--- src/rtl/osc_cal_pkg.sv ---
package osc_cal_pkg;

    typedef enum logic [1:0] {
        WIN_IDLE  = 2'd0,
        WIN_ARMED = 2'd1,
        WIN_COUNT = 2'd2
    } win_state_e;

endpackage

--- src/rtl/osc_cal_window.sv ---
module osc_cal_window
    import osc_cal_pkg::*;
#(
    parameter int WIN_TICKS = 32
) (
    input  logic clk,
    input  logic rst_n,
    input  logic arm,
    input  logic ref_tick,
    output logic opening,
    output logic counting,
    output logic closing
);

    localparam int TW = (WIN_TICKS > 1) ? $clog2(WIN_TICKS) : 1;
    localparam logic [TW-1:0] LAST_REF = TW'(WIN_TICKS - 1);

    typedef struct packed {
        win_state_e    st;
        logic [TW-1:0] refs;
    } win_regs_t;

    win_regs_t win_d, win_q;

    always_comb begin
        win_d    = win_q;
        opening  = 1'b0;
        closing  = 1'b0;
        counting = (win_q.st == WIN_COUNT);
        case (win_q.st)
            WIN_IDLE: begin
                if (arm) begin
                    win_d.st = WIN_ARMED;
                end
            end
            WIN_ARMED: begin
                if (ref_tick) begin
                    win_d.st   = WIN_COUNT;
                    win_d.refs = '0;
                    opening    = 1'b1;
                end
            end
            WIN_COUNT: begin
                if (ref_tick) begin
                    if (win_q.refs == LAST_REF) begin
                        win_d.st = WIN_IDLE;
                        closing  = 1'b1;
                    end else begin
                        win_d.refs = win_q.refs + 1'b1;
                    end
                end
            end
            default: win_d.st = WIN_IDLE;
        endcase
    end

    always_ff @(posedge clk or negedge rst_n) begin
        if (!rst_n) begin
            win_q.st   <= WIN_IDLE;
            win_q.refs <= '0;
        end else begin
            win_q <= win_d;
        end
    end

endmodule

--- src/rtl/osc_cal_accum.sv ---
module osc_cal_accum #(
    parameter int CNT_W = 8
) (
    input  logic             clk,
    input  logic             rst_n,
    input  logic             clear,
    input  logic             inc,
    output logic [CNT_W-1:0] value_next
);

    localparam logic [CNT_W-1:0] CNT_MAX = {CNT_W{1'b1}};

    typedef struct packed {
        logic [CNT_W-1:0] cnt;
    } acc_regs_t;

    acc_regs_t acc_d, acc_q;

    always_comb begin
        acc_d = acc_q;
        if (clear) begin
            acc_d.cnt = '0;
        end else if (inc && (acc_q.cnt != CNT_MAX)) begin
            acc_d.cnt = acc_q.cnt + 1'b1;
        end
        value_next = acc_d.cnt;
    end

    always_ff @(posedge clk or negedge rst_n) begin
        if (!rst_n) begin
            acc_q.cnt <= '0;
        end else begin
            acc_q <= acc_d;
        end
    end

endmodule

--- src/rtl/osc_cal_counter.sv ---
module osc_cal_counter #(
    parameter int DATA_W    = 32,
    parameter int CNT_W     = 8,
    parameter int START_BIT = 14,
    parameter int DONE_BIT  = 15,
    parameter int WIN_TICKS = 32
) (
    input  logic              clk,
    input  logic              rst_n,
    input  logic              reg_wr_en,
    input  logic              reg_wr_start,
    input  logic              ref_tick,
    input  logic              osc_tick,
    output logic [DATA_W-1:0] rd_data,
    output logic              done_pulse
);

    typedef struct packed {
        logic             start;
        logic             done;
        logic             pulse;
        logic [CNT_W-1:0] result;
    } top_regs_t;

    top_regs_t top_d, top_q;

    logic             accept;
    logic             opening;
    logic             counting;
    logic             closing;
    logic [CNT_W-1:0] acc_next;

    assign accept = reg_wr_en && reg_wr_start && !top_q.start;

    osc_cal_window #(
        .WIN_TICKS(WIN_TICKS)
    ) u_window (
        .clk     (clk),
        .rst_n   (rst_n),
        .arm     (accept),
        .ref_tick(ref_tick),
        .opening (opening),
        .counting(counting),
        .closing (closing)
    );

    osc_cal_accum #(
        .CNT_W(CNT_W)
    ) u_accum (
        .clk       (clk),
        .rst_n     (rst_n),
        .clear     (opening),
        .inc       (counting && osc_tick),
        .value_next(acc_next)
    );

    always_comb begin
        top_d       = top_q;
        top_d.pulse = 1'b0;
        if (closing) begin
            top_d.result = acc_next;
            top_d.start  = 1'b0;
            top_d.done   = 1'b1;
            top_d.pulse  = 1'b1;
        end else if (accept) begin
            top_d.start = 1'b1;
            top_d.done  = 1'b0;
        end
    end

    always_ff @(posedge clk or negedge rst_n) begin
        if (!rst_n) begin
            top_q.start  <= 1'b0;
            top_q.done   <= 1'b0;
            top_q.pulse  <= 1'b0;
            top_q.result <= '0;
        end else begin
            top_q <= top_d;
        end
    end

    always_comb begin
        rd_data              = '0;
        rd_data[CNT_W-1:0]   = top_q.result;
        rd_data[START_BIT]   = top_q.start;
        rd_data[DONE_BIT]    = top_q.done;
    end

    assign done_pulse = top_q.pulse;

endmodule

--- config.mk ---
export PLATFORM = sky130hd
export DESIGN_NAME = osc_cal_counter
export DESIGN_NICKNAME = d
export VERILOG_FILES = /design/src/rtl/osc_cal_pkg.sv /design/src/rtl/osc_cal_window.sv /design/src/rtl/osc_cal_accum.sv /design/src/rtl/osc_cal_counter.sv
export SDC_FILE = /design/constraint.sdc
export NUM_CORES = 1
export LEC_CHECK = 0
export ABC_AREA = 0
export BUFFER_PORTS_ARGS = -buffer_cell sky130_fd_sc_hd__buf_4
export CAP_MARGIN = 20
export CORE_ASPECT_RATIO = 2
export CORE_MARGIN = 8
export CORE_UTILIZATION = 48
export CTS_BUF_LIST = sky130_fd_sc_hd__clkbuf_2
export DETAILED_ROUTE_END_ITERATION = 6
export PLACE_DENSITY_LB_ADDON = 0.15
export RECOVER_POWER = 50
export SETUP_SLACK_MARGIN = 0.2
export SYNTH_ARGS = -nofsm -noshare
export SYNTH_HDL_FRONTEND = slang
export SYNTH_SLANG_ARGS = --single-unit
export TNS_END_PERCENT = 5
--- constraint.sdc ---
create_clock -name clk -period 1.76 [get_ports clk]
set_input_delay 0.176 -clock clk [delete_from_list [all_inputs] [get_ports clk]]
set_output_delay 0.176 -clock clk [all_outputs]
set_load 0.03 [all_outputs]
==> summary.md <==
| Metric | Value |
|---|---|
| Place WS | 27.28 ps |
| Delay of the slowest cell on the worst path | around 440 ps |
| Worst hold path endpoint | rd_data[14]$_DFFE_PN0P_ |
| CP required | between 2000 and 2500 ps |
| GR Overflow Total | 0 |
| Failing checks | negative setup slack |
| Max_slew headroom | 0.5687 |
| Final Hold Fails | 0 |
| CTS root buf | clkbuf_2 |
| Area of the mapped netlist | 1433 sq um |
| Arrival time of the worst setup path | 2120 ps |
| Min-delay src | reg_wr_start |
| N_diodes | 0 |
| Number of fill cells | around 280 |
| Cell count after synthesis | around 160 |
| Final Cycle Share | 1.040 |
| Final Slew Violations | 0 |
| Startpoint types | register |
| GRT Util Overall | 0.1347 |
| Slowest CP cell | dfrtp_1 |
| PD cells | roughly 1400 nW/um^2 |
| Status | complete, but fails checks |
| Routed Antenna Nets | 0 |
| P&R area growth vs syn | 15.90% |
| Logic depth of the worst register-to-register path | 8 |
| VDD IR max | 0.8532 mV |
| Most common cell after layout, fill and taps aside | buf_4 |
| Rows | 28 |
| Minimum period implied by the final worst setup slack | ~1800 ps |
| WL/cell | around 16 microns |
| Total number of vias | 1156 |
| CTS H-Tree Depth | 1 |
| Synth async-reset ratio | 1.000 |
| Hold WC Path Type | in2reg |
| Total power | about 2.3 mW |
| Internal power | 1.314 mW |
| Num CTS Buffers | 3 |
| Static Leak | about 0.8 nW |
| First-pass GRT wire length | approximately 5300 microns |
| Vias/cell | 5.402 |
| Combinational share of power | 0.469 |
| Number of synthesized register bits | 26 |
| EDFF count, synth | 0 |
| Seq/Total Area, Yosys | 0.4541 |
| Initial antenna violation count | 0 |
| Worst R2R End | u_window.win_q[3]$_DFFE_PN0P_ |
| Die Wd | 54.63 microns |
| Io pins | 39 |
| Die Y | ~93 microns |
| Clock power frac | 0.100 |
| # clock sinks | 26 |
| Switching Share | 0.4327 |
| Clock Skews | around 24 ps |
| Most frequent cells in the layout | buf_4 (26), dfrtp_1 (25), conb_1 (22) |
| Endpoints failing setup | 1 |
| Non-Filler Instances | around 210 |
| Top FF cell, synth | dfrtp_1 |
| Initial Util | 0.4927 |
| RePlAce Congestion | just under 0.8 |
| Dpl cells | 206 |
| CORE AREA | between 2000 and 3000 sq um |
| Worst skew pair latency | between 300 and 400 ps |
| RR Startpoint | u_window.win_q[1]$_DFFE_PN0P_ |
| Max Root-Sink Buffers | 2 |
| Nets@finish | approximately 190 |
| RSZ-0062 raised after global routing | yes |
| Worst path cell trace | ha_2, and3_4, ha_4, buf_4, nand4b_1, nor3_2, a21oi_1, o2bb2ai_1 |
| Largest net degree at the start of global routing | 27 |
| Min setup slack post-route | -71.27 ps |
| Vias in the first global route | 1166 |
| Hold Crit Depth | 3 |
| Buffers on Ports | 16 |
| R2R Setup Slk | -70 ps |
| Synth Warn # | 0 |
| DRC violations left | 0 |
| Critical path class | reg2reg |
| Mean Syn Cell Area | 9.243 sq um |
| Routed WL | roughly 3300 microns |
| Post-DP HPWL | 2549 microns |
| Sw Pwr | about 1.0 mW |
| Fmax achieved | roughly 550 MHz |
| Sequential Power Share | 0.432 |
| Clock-pin slew on the worst setup and hold paths | about 260 ps |
| Unique masters post-synth | 33 |
| DR pass1 iterations | 4 |
| DR iter-0 viols | 22 |
| Worst slew pin tran | between 600 and 700 ps |
| Max Cap Viol | 0 |
| Share of cells above drive strength 1 | 0.2500 |
| Crit path max fanout | 4 |
| Die area | between 5000 and 6000 sq um |
| Worst Setup End Kind | register |
| CTS tree | done |
state kept, by name (all words and copies together), names as in the netlist:
signal          flops
rd_data            10
u_accum.acc_q       8
done_pulse          1
u_window.win_q      7
area by class of cell:
type	count	area, sq um	area share
multi-input combinational	120	711.9	0.4288
sequential	26	651.9	0.3926
timing repair buffer	30	225.2	0.1356
inverter	4	15.01	0.009043
tap	30	37.54	0.02261
clock buffer	3	15.01	0.009043
clock inverter	1	3.754	0.002261
critical path, delay by kind of cell, from the launching register on:
family / cells / cell delay (ps)
DFF: 1 / 440
and+or+nand+nor: 3 / 660
adders and majority gates: 2 / 350
buffers and inverters: 1 / 140
AOI/OAI and AO/OA: 2 / 200
synthesized netlist by cell type, types with 2 or more instances:
cell type,n,area share
and4_1,2,0.012
inv_1,3,0.0079
and3_1,4,0.017
mux2i_1,4,0.028
clkbuf_1,3,0.0079
buf_4,23,0.12
nand2_1,18,0.047
ha_1,3,0.026
a22oi_1,3,0.016
nor3_1,2,0.0070
o21ai_0,14,0.049
nand3_1,6,0.021
nor2_1,11,0.029
a21oi_1,8,0.028
a31o_2,2,0.012
o211ai_1,3,0.016
or3_1,3,0.013
xor2_1,2,0.012
nand4b_1,2,0.012
dfrtp_1,26,0.45
power by group through the flow:
stage / Combinational (mW) / Sequential, mW / Clock (mW)
2_1_floorplan: 0.546 / 1.08 / 0
3_3_place_gp: 0.948 / 0.973 / 0
3_5_place_dp: 0.980 / 0.984 / 0
4_1_cts: 1.04 / 0.978 / 0.233
5_1_grt: 1.19 / 1.03 / 0.248
6_report: 1.09 / 1.00 / 0.231
cells by family (layout without fill, tap and decap cells):
| group | after synthesis | after routing | share of synthesized area |
|---|---|---|---|
| buf+inv | 30 | 38 | 0.1389 |
| simple gates | 55 | 55 | 0.1965 |
| other cells | 1 | 22 | 0.002618 |
| xor+xnor | 2 | 2 | 0.01223 |
| mux | 4 | 4 | 0.02795 |
| flops | 26 | 26 | 0.4541 |
| compound gates | 34 | 34 | 0.1415 |
| fa+ha+maj | 3 | 3 | 0.02620 |
how the worst max path moves through the flow:
stage | start | endpoint | slack (ps) | cells after the start
6_report | u_window.win_q[1]$_DFFE_PN0P_ | u_window.win_q[3]$_DFFE_PN0P_ | -70 | 8
5_1_grt | u_window.win_q[1]$_DFFE_PN0P_ | u_window.win_q[3]$_DFFE_PN0P_ | -140 | 8
4_1_cts | u_window.win_q[1]$_DFFE_PN0P_ | rd_data[3]$_DFFE_PN0P_ | 40 | 6
3_5_place_dp | u_window.win_q[0]$_DFFE_PN0P_ | u_window.win_q[3]$_DFFE_PN0P_ | 30 | 8
3_3_place_gp | u_window.win_q[0]$_DFFE_PN0P_ | u_window.win_q[4]$_DFFE_PN0P_ | 80 | 7
2_1_floorplan | u_window.win_q[0]$_DFFE_PN0P_ | rd_data[3]$_DFFE_PN0P_ | 140 | 6
through the flow:
stage          instance area, sq um  setup TNS, ps  hold slack, ps    util
3_5_place_dp                   1560              0           103.9  0.5366
5_1_grt                        1660         -374.3           103.0  0.5710
2_1_floorplan                  1513              0          -119.6       -
3_3_place_gp                   1560              0           101.3  0.5366
4_1_cts                        1632              0           62.26  0.5611
6_report                       1660         -71.27           74.24  0.5710
routing by layer:
metal	GRT usage	share of wire	up-vias	wire, microns
met5	0	0	-	0
met2	0.2548	0.61	20	2030
li1	-	-	563	-
met4	0.06612	0.028	0	93
met3	0.02385	0.035	10	117
met1	0.1231	0.33	563	1105
timing repair:
| action | in CTS | in global routing |
|---|---|---|
| pin swaps | 5 | 2 |
| gates resized for setup | 4 | 13 |
| hold buffers | 1 | 0 |
| setup endpoints to repair | 17 | 21 |
| hold endpoints to repair | 26 | 0 |
| setup buffers | 3 | 0 |
Power figures use the tool's default switching activity.
